### config.mk
export PLATFORM = sky130hd
export DESIGN_NAME = fpm_pipe5
export DESIGN_NICKNAME = d
export VERILOG_FILES = /design/src/rtl/fpm_pkg.sv /design/src/rtl/fpm_unpack.sv /design/src/rtl/fpm_mant_mul.sv /design/src/rtl/fpm_exp_add.sv /design/src/rtl/fpm_normalize.sv /design/src/rtl/fpm_pipe5.sv
export SDC_FILE = /design/constraint.sdc
export NUM_CORES = 2
export LEC_CHECK = 0
export BUFFER_PORTS_ARGS = -buffer_cell sky130_fd_sc_hd__clkbuf_2
export CAP_MARGIN = 20
export CORE_MARGIN = 4
export CORE_UTILIZATION = 55
export DETAILED_ROUTE_END_ITERATION = 6
export PLACE_DENSITY = 0.72
export REMOVE_ABC_BUFFERS = 1
export SETUP_SLACK_MARGIN = 0.15
export SLEW_MARGIN = 40
export SYNTH_ARGS = -nofsm -noshare
export SYNTH_HDL_FRONTEND = slang
export SYNTH_SLANG_ARGS = --single-unit
### constraint.sdc
create_clock -name clk -period 11.25 [get_ports clk]
set_input_delay 2.8125 -clock clk [delete_from_list [all_inputs] [get_ports clk]]
set_output_delay 2.8125 -clock clk [all_outputs]
set_load 0.05 [all_outputs]
### src/rtl/fpm_pkg.sv
package fpm_pkg;
  localparam int WORD_W = 32;
  localparam int EW     = 8;
  localparam int FW     = 23;
  localparam int MW     = FW + 1;
  localparam int PW     = 2 * MW;
  localparam int XW     = EW + 2;
  localparam int BIAS   = (1 << (EW - 1)) - 1;
  localparam int STAGES = 5;

  typedef struct packed {
    logic          sign;
    logic          zero;
    logic [EW-1:0] ea;
    logic [EW-1:0] eb;
    logic [MW-1:0] ma;
    logic [MW-1:0] mb;
  } unpk_t;

  typedef struct packed {
    logic          sign;
    logic          zero;
    logic [EW-1:0] ea;
    logic [EW-1:0] eb;
    logic [PW-1:0] prod;
  } prod_t;

  typedef struct packed {
    logic          sign;
    logic          zero;
    logic [XW-1:0] exp;
    logic [PW-1:0] prod;
  } expd_t;

  typedef struct packed {
    logic          sign;
    logic          zero;
    logic [XW-1:0] exp;
    logic [FW-1:0] frac;
  } norm_t;
endpackage

### src/rtl/fpm_unpack.sv
module fpm_unpack
  import fpm_pkg::*;
(
  input  logic              clk,
  input  logic              rst_n,
  input  logic              en,
  input  logic [WORD_W-1:0] a,
  input  logic [WORD_W-1:0] b,
  output unpk_t             q
);
  unpk_t d;

  always_comb begin
    d.sign = a[WORD_W-1] ^ b[WORD_W-1];
    d.ea   = a[FW +: EW];
    d.eb   = b[FW +: EW];
    d.zero = (a[FW +: EW] == '0) || (b[FW +: EW] == '0);
    d.ma   = {1'b1, a[FW-1:0]};
    d.mb   = {1'b1, b[FW-1:0]};
  end

  always_ff @(posedge clk or negedge rst_n) begin
    if (!rst_n)  q <= '0;
    else if (en) q <= d;
  end
endmodule

### src/rtl/fpm_mant_mul.sv
module fpm_mant_mul
  import fpm_pkg::*;
(
  input  logic  clk,
  input  logic  rst_n,
  input  logic  en,
  input  unpk_t u,
  output prod_t q
);
  prod_t d;

  always_comb begin
    d.sign = u.sign;
    d.zero = u.zero;
    d.ea   = u.ea;
    d.eb   = u.eb;
    d.prod = PW'(u.ma) * PW'(u.mb);
  end

  always_ff @(posedge clk or negedge rst_n) begin
    if (!rst_n)  q <= '0;
    else if (en) q <= d;
  end
endmodule

### src/rtl/fpm_exp_add.sv
module fpm_exp_add
  import fpm_pkg::*;
(
  input  logic  clk,
  input  logic  rst_n,
  input  logic  en,
  input  prod_t p,
  output expd_t q
);
  expd_t d;

  always_comb begin
    d.sign = p.sign;
    d.zero = p.zero;
    d.prod = p.prod;
    d.exp  = XW'(p.ea) + XW'(p.eb) - XW'(BIAS);
  end

  always_ff @(posedge clk or negedge rst_n) begin
    if (!rst_n)  q <= '0;
    else if (en) q <= d;
  end
endmodule

### src/rtl/fpm_normalize.sv
module fpm_normalize
  import fpm_pkg::*;
(
  input  logic  clk,
  input  logic  rst_n,
  input  logic  en,
  input  expd_t e,
  output norm_t q
);
  norm_t d;

  always_comb begin
    d.sign = e.sign;
    d.zero = e.zero;
    if (e.prod[PW-1]) begin
      d.frac = e.prod[PW-2 -: FW];
      d.exp  = e.exp + XW'(1);
    end else begin
      d.frac = e.prod[PW-3 -: FW];
      d.exp  = e.exp;
    end
  end

  always_ff @(posedge clk or negedge rst_n) begin
    if (!rst_n)  q <= '0;
    else if (en) q <= d;
  end
endmodule

### src/rtl/fpm_pipe5.sv
module fpm_pipe5
  import fpm_pkg::*;
#(
  parameter int TAG_W = 4
) (
  input  logic              clk,
  input  logic              rst_n,
  input  logic              in_vld,
  input  logic [TAG_W-1:0]  in_tag,
  input  logic [WORD_W-1:0] op_a,
  input  logic [WORD_W-1:0] op_b,
  output logic              out_vld,
  output logic [TAG_W-1:0]  out_tag,
  output logic [WORD_W-1:0] out_res
);
  // reset: asserted asynchronously, released after two clean edges
  logic [1:0] rs_q;
  logic       rst_sync_n;

  always_ff @(posedge clk or negedge rst_n) begin
    if (!rst_n) rs_q <= '0;
    else        rs_q <= {rs_q[0], 1'b1};
  end
  assign rst_sync_n = rs_q[1];

  // sideband: valid and tag shift with the data, one slot per stage
  logic [STAGES-1:0] vld_q;
  logic [TAG_W-1:0]  tag_q [STAGES];

  for (genvar g = 0; g < STAGES; g++) begin : g_side
    logic             v_d;
    logic [TAG_W-1:0] t_d;
    if (g == 0) begin : g_head
      assign v_d = in_vld;
      assign t_d = in_tag;
    end else begin : g_body
      assign v_d = vld_q[g-1];
      assign t_d = tag_q[g-1];
    end
    always_ff @(posedge clk or negedge rst_sync_n) begin
      if (!rst_sync_n) begin
        vld_q[g] <= 1'b0;
        tag_q[g] <= '0;
      end else begin
        vld_q[g] <= v_d;
        if (v_d) tag_q[g] <= t_d;
      end
    end
  end

  // data stages, each clock-enabled by the valid entering it
  unpk_t s1;
  prod_t s2;
  expd_t s3;
  norm_t s4;

  fpm_unpack    i_s1 (.clk(clk), .rst_n(rst_sync_n), .en(in_vld),   .a(op_a), .b(op_b), .q(s1));
  fpm_mant_mul  i_s2 (.clk(clk), .rst_n(rst_sync_n), .en(vld_q[0]), .u(s1), .q(s2));
  fpm_exp_add   i_s3 (.clk(clk), .rst_n(rst_sync_n), .en(vld_q[1]), .p(s2), .q(s3));
  fpm_normalize i_s4 (.clk(clk), .rst_n(rst_sync_n), .en(vld_q[2]), .e(s3), .q(s4));

  // stage 5: sign insertion and word assembly
  logic [WORD_W-1:0] res_d;
  logic [WORD_W-1:0] res_q;

  always_comb begin
    if (s4.zero) res_d = {s4.sign, {(WORD_W-1){1'b0}}};
    else         res_d = {s4.sign, s4.exp[EW-1:0], s4.frac};
  end

  always_ff @(posedge clk or negedge rst_sync_n) begin
    if (!rst_sync_n)   res_q <= '0;
    else if (vld_q[3]) res_q <= res_d;
  end

  assign out_vld = vld_q[STAGES-1];
  assign out_tag = tag_q[STAGES-1];
  assign out_res = res_q;
endmodule

==> metrics <==
# IOs=108; minimum clock period=7.34 ns; final max-slew violation count=0; cell taking the most area after synthesis=fa_1; area grow syn2layout=7.13%; CTS clk-pin slew, worst paths=0.06 ns; worst skew pair latency=0.57 ns; WP data arrival=7.78 ns; antenna cells=0; Avg Synthesized Cell Area=10.0 um2; Post-synth EDFFs=0; pin count of the biggest net entering global routing=79; Post-Synthesis Cells=2770; max incr delay on CP=0.74 ns; CP required=11.69 ns; Longest Clk Path Bufs=3; Hold Fails Final Rpt=0; first drt pass iteration count=5; hold bufs inserted after CTS=0; fraction of registers with async set/reset=100%; dpl hpwl=49.9 mm; worst slew pin tran=0.766 ns; Site Rows=82; cell family with most CP delay=adder cells; clk root buf=clkbuf_16; crit path cell chain=buf_4, nand2_1, fa_1, inv_1, fa_1, inv_1, fa_1, inv_1, fa_1, fa_1, fa_1, inv_1, fa_1, inv_1, ha_1, a21oi_1, nor2b_1, o21ai_0, o211ai_2, a21oi_1, o211a_1, xnor2_1, mux2_2; Die Ht=233 um; number of global-route vias before repair=21797; # DRC=0; status=finished, final reports clean; final setup TNS=0 ns; post-CTS setup buffers=0; CTS sink count=235; register area share after synthesis=21.2%; prevailing post-synth register cell=dfrtp_1; IO buf count=107; worst r2r path cells=23; Layout Nets=3524; total congestion overflow=0; initial antenna violation count=1; Buf/Inv on CP=6; Max Clock Skew=0.0396 ns; total of max-cap violations=0; CORE AREA=0.0500 mm2; worst setup path class=reg -> reg; fraction of layout cells with a size suffix above 1=13.1%; Most common cell on crit path=fa_1; Mapped Area=0.0277 mm2; CTS tree=done; final worst setup slack=3.91 ns; synth unique cells=59; initial DRC count=1142; final setup fails=0; Critical Path Start Type=register; WL final=67.3 mm; Die Wd=233 um; worst hold path type=reg -> async; Final Util=59.5%; CP max stage cell=dfrtp_1; ranking of synthesized cells by area=fa_1 35%, dfrtp_1 21%, ha_1 8.3%; Worst setup EP type=register; Via-to-Cell Ratio=5.52; Stages on worst setup path=23; fillcell total=4178; RSZ-0062 raised after global routing=false; TritonCTS Buffers=26; DR vias=19196; first-pass GRT wire length=113 mm; routed len/inst=19.4 um; Max Freq=136 MHz; Tcrit/Tclk final=65.2%; Max-slew headroom=48.9%; post-cts resize count=0; Place WS=3.98 ns; critical path fanouts, max=14; H-tree levels=1; GR Util All Layers=26.3%; gp weighted congestion=0.952; register bit total from synthesis=235; Yosys top cell area share=34.8%; Syn. warnings=0; post-route ant nets=0; Starting Density=55.5%; DIE AREA=0.0541 mm2
## layout by cell type (no fill, tap or decap), types with 13 or more instances in the layout
cell type and count:
xor2_1 13, clkbuf_16 26, inv_1 580, and2_1 296
buf_4 22, clkbuf_2 106, nand4_1 15, fa_1 482
nor2_1 54, ha_1 184, nand2_1 316, xnor2_1 19
mux2_2 146, dfrtp_2 34, a21oi_1 66, dfrtp_1 200
nand3b_1 32, a21o_1 21, o21ai_0 51, mux2i_1 25
## final timing paths
path                                        from                      end  slack, ns
min                            rs_q[1]$_DFF_PN0_  out_res[19]$_DFFE_PN0P_       0.31
min in group clk               rs_q[0]$_DFF_PN0_        rs_q[1]$_DFF_PN0_       0.36
max in group asynchronous                  rst_n        rs_q[1]$_DFF_PN0_       9.12
max reg2reg                i_s1.q[3]$_DFFE_PN0P_   i_s2.q[42]$_DFFE_PN0P_       3.91
max                        i_s1.q[3]$_DFFE_PN0P_   i_s2.q[42]$_DFFE_PN0P_       3.91
min reg2reg                    rs_q[1]$_DFF_PN0_  out_res[19]$_DFFE_PN0P_       0.31
## routing by layer
layer	global-route usage, %	share of wire [%]	vias to the layer above
met5	0	0	-
met4	9.53	4.3	0
met3	3.92	6.4	196
met2	45.9	51	684
met1	33.5	39	9889
li1	-	-	8427
## stage by stage
stage               cell area, um2  std cells  hold WS [ns]
floorplan                    27200       2627         0.331
global placement             28800       3430         0.337
detailed placement           28800       3431         0.328
CTS                          29700       3478         0.333
global route                 29700       3478         0.362
finish                       29700       3478         0.310
## cells in the mapped netlist (all sizes together), types with 2 or more instances
library cell    n
xnor2          19
nand3b         32
and2          296
a21o           21
a21boi          4
o2111ai         3
nor2           54
and3            6
o211ai          2
a211o           2
o31ai           3
mux2          146
xor2           13
nand4          15
buf            14
o311ai          6
a21oi          70
o221ai          2
clkbuf        129
dfrtp         235
a31oi           6
mux2i          25
nor3            6
or3             2
nand3           7
a2111o          3
a211oi          2
nor4            5
ha            184
nor2b           4
a221oi          2
o21bai          7
fa            482
nand2         316
inv           580
or2             2
o21ai          53
## state kept, by name, summed over array words and instances, names as in the netlist, 2 cells and up
register,cells
rs_q,2
i_s3.q,35
i_s4.q,33
out_tag,4
out_res,32
i_s1.q,65
g_side.v_d,4
g_side.t_d,16
i_s2.q,43
## cell families after synthesis
logic type | share of synthesized area [%]
AND/OR/NAND/NOR | 13.7
other | 0.0135
multiplexers | 6.83
flip-flops | 21.2
buffers and inverters | 9.79
adder cells (fa/ha/maj) | 43.1
AO/OA/AOI/OAI | 4.35
XOR/XNOR | 1.01
## layout make-up
type	instances	area (um2)	area share, %
Multi-Input combinational cell	1812	19100	64.4
Sequential cell	235	5930	20.0
Inverter	580	2180	7.33
Tap cell	672	841	2.83
Clock buffer	37	762	2.56
Timing Repair Buffer	132	749	2.52
Clock inverter	10	116	0.392
Power is not shown: default switching activity piles up to over one toggle a cycle in this logic, so the estimate is an artifact.
